$ cat config.mk
export PLATFORM = sky130hd
export DESIGN_NAME = runahead_ctrl
export DESIGN_NICKNAME = d
export VERILOG_FILES = /design/src/rtl/ra_pkg.sv /design/src/rtl/ra_fsm.sv /design/src/rtl/ra_regfile.sv /design/src/rtl/ra_retire.sv /design/src/rtl/runahead_ctrl.sv
export SDC_FILE = /design/constraint.sdc
export NUM_CORES = 1
export LEC_CHECK = 0
export BUFFER_PORTS_ARGS = -buffer_cell sky130_fd_sc_hd__buf_4
export CORE_MARGIN = 2
export CORE_UTILIZATION = 55
export CTS_BUF_LIST = sky130_fd_sc_hd__clkbuf_8
export CTS_CLUSTER_SIZE = 28
export DETAILED_ROUTE_END_ITERATION = 6
export PLACE_DENSITY = 0.84
export RECOVER_POWER = 100
export SLEW_MARGIN = 20
export SYNTH_ARGS = -nofsm -noshare
export SYNTH_HDL_FRONTEND = slang
export SYNTH_SLANG_ARGS = --single-unit
$ cat constraint.sdc
create_clock -name clk -period 3.27 [get_ports clk]
set_input_delay 0.4905 -clock clk [delete_from_list [all_inputs] [get_ports clk]]
set_output_delay 0.4905 -clock clk [all_outputs]
set_load 0.03 [all_outputs]
$ cat src/rtl/ra_pkg.sv
package ra_pkg;
    typedef enum logic [1:0] {
        ST_NORMAL  = 2'd0,
        ST_CKPT    = 2'd1,
        ST_RUN     = 2'd2,
        ST_RESTORE = 2'd3
    } ra_state_e;
endpackage

$ cat src/rtl/ra_fsm.sv
module ra_fsm
    import ra_pkg::*;
#(
    parameter int PC_W = 16
) (
    input  logic            clk,
    input  logic            rst_n,
    input  logic            head_vld,
    input  logic            head_miss,
    input  logic            head_done,
    input  logic [PC_W-1:0] head_pc,
    input  logic            miss_ret,
    output ra_state_e       state,
    output logic [PC_W-1:0] trig_pc,
    output logic            mode,
    output logic            ckpt_take,
    output logic            restore,
    output logic            ret_now
);
    ra_state_e state_q, state_d;
    logic      ret_pend_q;
    logic      start_miss;

    assign start_miss = head_vld && head_miss && !head_done;

    // state register
    always_ff @(posedge clk) begin
        if (!rst_n) begin
            state_q <= ST_NORMAL;
        end else begin
            state_q <= state_d;
        end
    end

    // trigger address and early-return memory
    always_ff @(posedge clk) begin
        if (!rst_n) begin
            trig_pc    <= '0;
            ret_pend_q <= 1'b0;
        end else begin
            if (state_q == ST_NORMAL && start_miss) begin
                trig_pc <= head_pc;
            end
            if (state_q == ST_CKPT) begin
                ret_pend_q <= miss_ret;
            end else if (state_q == ST_RESTORE) begin
                ret_pend_q <= 1'b0;
            end
        end
    end

    // next state
    always_comb begin
        state_d = state_q;
        unique case (state_q)
            ST_NORMAL:  if (start_miss) state_d = ST_CKPT;               // T_MISS_DETECT
            ST_CKPT:    state_d = ST_RUN;                                // T_CKPT_DONE
            ST_RUN:     if (miss_ret || ret_pend_q) state_d = ST_RESTORE; // T_MISS_RETURN
            ST_RESTORE: state_d = ST_NORMAL;                             // T_RESUME
            default:    state_d = ST_NORMAL;
        endcase
    end

    // outputs
    always_comb begin
        mode      = 1'b0;
        ckpt_take = 1'b0;
        restore   = 1'b0;
        ret_now   = 1'b0;
        unique case (state_q)
            ST_NORMAL: ;
            ST_CKPT: begin
                mode      = 1'b1;
                ckpt_take = 1'b1;
            end
            ST_RUN: begin
                mode    = 1'b1;
                ret_now = miss_ret || ret_pend_q;
            end
            ST_RESTORE: begin
                mode    = 1'b1;
                restore = 1'b1;
            end
            default: ;
        endcase
    end

    assign state = state_q;
endmodule

$ cat src/rtl/ra_regfile.sv
module ra_regfile #(
    parameter int NREG   = 8,
    parameter int DATA_W = 8,
    localparam int RIDX_W = $clog2(NREG)
) (
    input  logic              clk,
    input  logic              rst_n,
    input  logic              wr_en,
    input  logic [RIDX_W-1:0] wr_idx,
    input  logic [DATA_W-1:0] wr_data,
    input  logic              wr_inv,
    input  logic              ckpt_take,
    input  logic              restore,
    input  logic [RIDX_W-1:0] src_a,
    input  logic [RIDX_W-1:0] src_b,
    output logic              src_inv,
    input  logic [RIDX_W-1:0] rd_idx,
    output logic [DATA_W-1:0] rd_data,
    output logic              rd_inv
);
    logic [DATA_W-1:0] val_arr [NREG];
    logic              inv_arr [NREG];

    for (genvar g = 0; g < NREG; g++) begin : g_reg
        logic [DATA_W-1:0] work_q;
        logic [DATA_W-1:0] snap_q;
        logic              inv_q;

        always_ff @(posedge clk) begin
            if (!rst_n) begin
                work_q <= '0;
                snap_q <= '0;
                inv_q  <= 1'b0;
            end else begin
                if (restore) begin
                    work_q <= snap_q;
                    inv_q  <= 1'b0;
                end else if (wr_en && (wr_idx == RIDX_W'(g))) begin
                    inv_q <= wr_inv;
                    if (!wr_inv) begin
                        work_q <= wr_data;
                    end
                end
                if (ckpt_take) begin
                    snap_q <= work_q;
                end
            end
        end

        assign val_arr[g] = work_q;
        assign inv_arr[g] = inv_q;
    end

    assign src_inv = inv_arr[src_a] || inv_arr[src_b];
    assign rd_data = val_arr[rd_idx];
    assign rd_inv  = inv_arr[rd_idx];
endmodule

$ cat src/rtl/ra_retire.sv
module ra_retire
    import ra_pkg::*;
(
    input  ra_state_e state,
    input  logic      head_vld,
    input  logic      head_miss,
    input  logic      head_done,
    input  logic      head_is_br,
    input  logic      head_br_mispred,
    input  logic      head_is_st,
    input  logic      head_has_dst,
    input  logic      src_inv,
    input  logic      ret_now,
    output logic      dealloc,
    output logic      wr_en,
    output logic      wr_inv,
    output logic      arch_commit,
    output logic      store_commit,
    output logic      br_recover,
    output logic      pf_en
);
    logic entry_inv;
    logic leave;

    assign entry_inv = src_inv || (head_miss && !head_done);

    always_comb begin
        leave        = 1'b0;
        wr_inv       = 1'b0;
        arch_commit  = 1'b0;
        store_commit = 1'b0;
        br_recover   = 1'b0;
        pf_en        = 1'b0;
        unique case (state)
            ST_NORMAL: begin
                leave        = head_vld && head_done;
                arch_commit  = leave;
                store_commit = leave && head_is_st;
                br_recover   = leave && head_is_br && head_br_mispred;
            end
            ST_CKPT: begin
                leave  = head_vld;
                wr_inv = 1'b1;
            end
            ST_RUN: begin
                leave      = head_vld && !ret_now && (entry_inv || head_done);
                wr_inv     = entry_inv;
                br_recover = leave && !entry_inv && head_is_br && head_br_mispred;
                pf_en      = head_vld && head_miss && !src_inv;
            end
            ST_RESTORE: ;
            default: ;
        endcase
    end

    assign dealloc = leave;
    assign wr_en   = leave && head_has_dst;
endmodule

$ cat src/rtl/runahead_ctrl.sv
module runahead_ctrl
    import ra_pkg::*;
#(
    parameter int NREG   = 8,
    parameter int DATA_W = 8,
    parameter int PC_W   = 16,
    localparam int RIDX_W = $clog2(NREG)
) (
    input  logic              clk,
    input  logic              rst_n,
    input  logic              head_vld,
    input  logic              head_miss,
    input  logic              head_done,
    input  logic [PC_W-1:0]   head_pc,
    input  logic              head_has_dst,
    input  logic [RIDX_W-1:0] head_dst,
    input  logic [RIDX_W-1:0] head_src_a,
    input  logic [RIDX_W-1:0] head_src_b,
    input  logic [DATA_W-1:0] head_result,
    input  logic              head_is_br,
    input  logic              head_br_mispred,
    input  logic              head_is_st,
    input  logic              miss_ret,
    input  logic [RIDX_W-1:0] rd_idx,
    output logic              mode,
    output logic              ckpt_take,
    output logic              ckpt_restore,
    output logic              dealloc,
    output logic              flush,
    output logic              redirect_vld,
    output logic [PC_W-1:0]   redirect_pc,
    output logic              arch_commit,
    output logic              store_commit,
    output logic              br_recover,
    output logic              pf_en,
    output logic [DATA_W-1:0] rd_data,
    output logic              rd_inv
);
    ra_state_e       state;
    logic [PC_W-1:0] trig_pc;
    logic            restore;
    logic            ret_now;
    logic            src_inv;
    logic            wr_en;
    logic            wr_inv;

    ra_fsm #(.PC_W(PC_W)) u_fsm (
        .clk       (clk),
        .rst_n     (rst_n),
        .head_vld  (head_vld),
        .head_miss (head_miss),
        .head_done (head_done),
        .head_pc   (head_pc),
        .miss_ret  (miss_ret),
        .state     (state),
        .trig_pc   (trig_pc),
        .mode      (mode),
        .ckpt_take (ckpt_take),
        .restore   (restore),
        .ret_now   (ret_now)
    );

    ra_regfile #(.NREG(NREG), .DATA_W(DATA_W)) u_rf (
        .clk       (clk),
        .rst_n     (rst_n),
        .wr_en     (wr_en),
        .wr_idx    (head_dst),
        .wr_data   (head_result),
        .wr_inv    (wr_inv),
        .ckpt_take (ckpt_take),
        .restore   (restore),
        .src_a     (head_src_a),
        .src_b     (head_src_b),
        .src_inv   (src_inv),
        .rd_idx    (rd_idx),
        .rd_data   (rd_data),
        .rd_inv    (rd_inv)
    );

    ra_retire u_ret (
        .state           (state),
        .head_vld        (head_vld),
        .head_miss       (head_miss),
        .head_done       (head_done),
        .head_is_br      (head_is_br),
        .head_br_mispred (head_br_mispred),
        .head_is_st      (head_is_st),
        .head_has_dst    (head_has_dst),
        .src_inv         (src_inv),
        .ret_now         (ret_now),
        .dealloc         (dealloc),
        .wr_en           (wr_en),
        .wr_inv          (wr_inv),
        .arch_commit     (arch_commit),
        .store_commit    (store_commit),
        .br_recover      (br_recover),
        .pf_en           (pf_en)
    );

    assign ckpt_restore = restore;
    assign flush        = restore;
    assign redirect_vld = restore;
    assign redirect_pc  = restore ? trig_pc : '0;
endmodule

==> flow_summary.ini <==
[critical_path]
arrival_ns = 2.51
r2r_cells = 9
criticalPathCategory = reg -> out
path_cells = ha_1 > buf_4 > buf_4 > and2_1 > clkbuf_2
reg2reg_from = u_fsm.state[0]
slowest_delay_ns = 0.58
r2r-end = u_rf.g_reg[3].work_q[7]
critPathCaptureType = primary output
setup.worst_path.start_class = flip-flop
required_ns = 2.78
cp_max_fo = 25
crit_path_frequent_cell = buf_4
r2r_setup_slack_ns = 0.36
crit_slowest_cell = ha_1

[cts]
htreeDepth = 4
numCtsBuffers = 17
cts_setup_buffers = 0
numClockSinks = 155
cts_tree = done
clk_pin_slew_worst_paths_ns = 0.08
clock_latency_ns = 0.47
cts_root_buffer = clkbuf_8
cts.path.max_buffers = 2

[worst_hold_path]
min_from = head_pc[15]
hold_depth = 3
hold_path.class = in -> reg
holdPathEnd = u_fsm.trig_pc[15]

[layout]
fin_nets = 819
fillers = 1013
n_antenna_cell = 0
area_delta_synth_final_pct = 15.6
mostFrequentLayoutCells = dfxtp_1 (155), nor2b_1 (81), mux2i_1 (74), nand2_1 (69), buf_4 (68)
final_layout_size_suffix_gt1_frac = 0.191
layout_commonest_cell = dfxtp_1

[global_routing]
grtUsageTotal = 0.278
grt_pass1_wl_mm = 30.9
grt_pass1_vias = 5840
overflow = 0
grt_max_degree = 60
antenna_found_initial = 0

[timing]
setup_tns_ns = 0
period_share = 0.917
setup_violations = 0
fin_skew_ns = 0.0153
fin_crit_ns = 3.00
fmax_mhz = 333
worst_pin_slew_ns = 0.846
rsz0062_at_grt = false
hold_viol = 0
setup_ws_ns = 0.270
relSlewSlack = 0.436
maxSlewViolCount = 0

[route]
drt_drc_violations_left = 0
viasPerCell = 6.14
met1Wirelength_mm = 8.01
ant_nets = 0
wire_per_inst_um = 19.9
routed_wl_mm = 19.0
via_count = 5860
drt_pre_antenna_iters = 6
top_layer = met4
wl_met2_mm = 9.20
drtIter0Drc = 713
dr_wl_met3_mm = 1.39

[die]
dieArea_um2 = 14100
die_y_um = 119
initial_utilization = 0.568
io_pins = 81
fp-row-count = 41
core-area_um2 = 12700
die_w_um = 119

[yosys]
synth_flop_cell = dfxtp_1
ys_ff_latch = 155
synthArstFlopShare = 0
seq_area_frac_synth = 0.429
syn_area_um2 = 7230
synthCells = 711
yosysWarnings = 0
synth.distinct_cells = 45
synth_edf_count = 0
syn-num-nets = 761
syn_area_per_cell_um2 = 10.2

[placement]
gp_congestion = 0.897
place_hpwl_mm = 12.8
portBuffers = 80
dp_worst_setup_slack_ns = 0.300

[power_and_ir_drop]
pwr-share-comb = 0.196
internal_power_uw = 3360
p_leak_uw = 0.00325
pwr-share-clk = 0.387
power_frac_seq = 0.417
switchingPower_uw = 1350
p_per_area_nw_per_um2 = 563
switching_share = 0.286
irDropWorstVdd_v = 0.000297

[run_status]
status = finished, final reports clean

[job]
maxCapViolCount = 0
[state kept, by name (all words and copies together), names as in the netlist]
signal / cells
u_fsm.ret_pend_q: 1
u_rf.g.inv_q: 8
u_rf.g.work_q: 64
u_fsm.state: 2
u_rf.g.snap_q: 64
u_fsm.trig_pc: 16
[synthesized netlist by cell type, drive strengths merged (10+ instances only)]
library cell | number | share of area
dfxtp | 155 | 0.43
nor2b | 81 | 0.070
and3 | 23 | 0.020
mux4 | 22 | 0.069
o21ai | 13 | 0.0095
buf | 10 | 0.0073
nand2 | 69 | 0.036
mux2i | 75 | 0.11
o31ai | 13 | 0.013
clkbuf | 42 | 0.022
a221o | 41 | 0.057
nor3 | 14 | 0.0097
and2 | 22 | 0.019
a21o | 15 | 0.016
a32oi | 10 | 0.012
nor2 | 23 | 0.012
a21boi | 16 | 0.017
[routing by layer]
metal  global-route usage  vias up
met3               0.0719       36
met2                0.440      261
li1                     -     2710
met5                    0        -
met1                0.368     2853
met4                0.100        0
[layout make-up]
cell class              instances  area (µm²)  area share
clock buffers                  18         248      0.0296
clock inverters                14         265      0.0317
inverters                       3        11.3     0.00135
multi-input cells             501        3910       0.467
flip-flops and latches        155        3100       0.371
well taps                     172         215      0.0257
repair buffers                 91         609      0.0729
[worst max path at each step]
stage | slack (ns) | endpoint | startpoint | cells past startpoint
2_1_floorplan | 0.43 | rd_data[2] | rd_idx[0] | 4
3_3_place_gp | 0.46 | u_rf.g_reg[4].work_q[3] | head_src_a[1] | 8
6_report | 0.27 | redirect_pc[2] | u_fsm.state[0] | 5
4_1_cts | 0.27 | u_rf.g_reg[3].work_q[7] | u_fsm.state[0] | 9
5_1_grt | 0.08 | u_rf.g_reg[4].work_q[4] | u_fsm.state[0] | 9
3_5_place_dp | 0.30 | u_rf.g_reg[4].work_q[2] | u_fsm.state[0] | 9
[metrics by stage]
step | std cells | cell area [µm²] | hold WS, ns | power, µW | util
5_1_grt | 954 | 8360 | 0.262 | 4860 | 0.657
3_5_place_dp | 922 | 7930 | 0.456 | 2930 | 0.624
4_1_cts | 954 | 8450 | 0.262 | 4740 | 0.664
3_3_place_gp | 922 | 7930 | 0.444 | 2910 | 0.624
2_1_floorplan | 711 | 7230 | 0.435 | 2680 | -
6_report | 954 | 8360 | 0.281 | 4710 | 0.657
[logic make-up (layout without fill, tap and decap cells)]
logic type               count (synthesis)  in the layout  share of synthesized area
AND/OR/NAND/NOR                        257            257                      0.189
flip-flops                             155            155                      0.429
AO/OA/AOI/OAI                          134            134                      0.154
multiplexers                           106            106                      0.190
buffers and inverters                   55            126                     0.0306
adder cells (fa/ha/maj)                  4              4                    0.00692
[power by group through the flow]
stage / clock network [µW] / registers (µW) / logic, µW
floorplan: 0 / 1990 / 683
global placement: 0 / 2000 / 910
detailed placement: 0 / 2010 / 927
CTS: 1840 / 1960 / 934
global route: 1920 / 1970 / 975
finish: 1820 / 1960 / 921
[worst max-delay path: cells and delay by family (launching register included)]
family                   cells  cell delay [ns]
adder cells (fa/ha/maj)      1             0.58
flip-flops                   1             0.44
buffers and inverters        3             0.87
AND/OR/NAND/NOR              1             0.15
[repair_timing]
action / in CTS / in global routing
hold buffers: 0 / 0
endpoints found under the setup margin: 0 / 11
gates resized for setup: 0 / 1
Power figures use the tool's default switching activity.
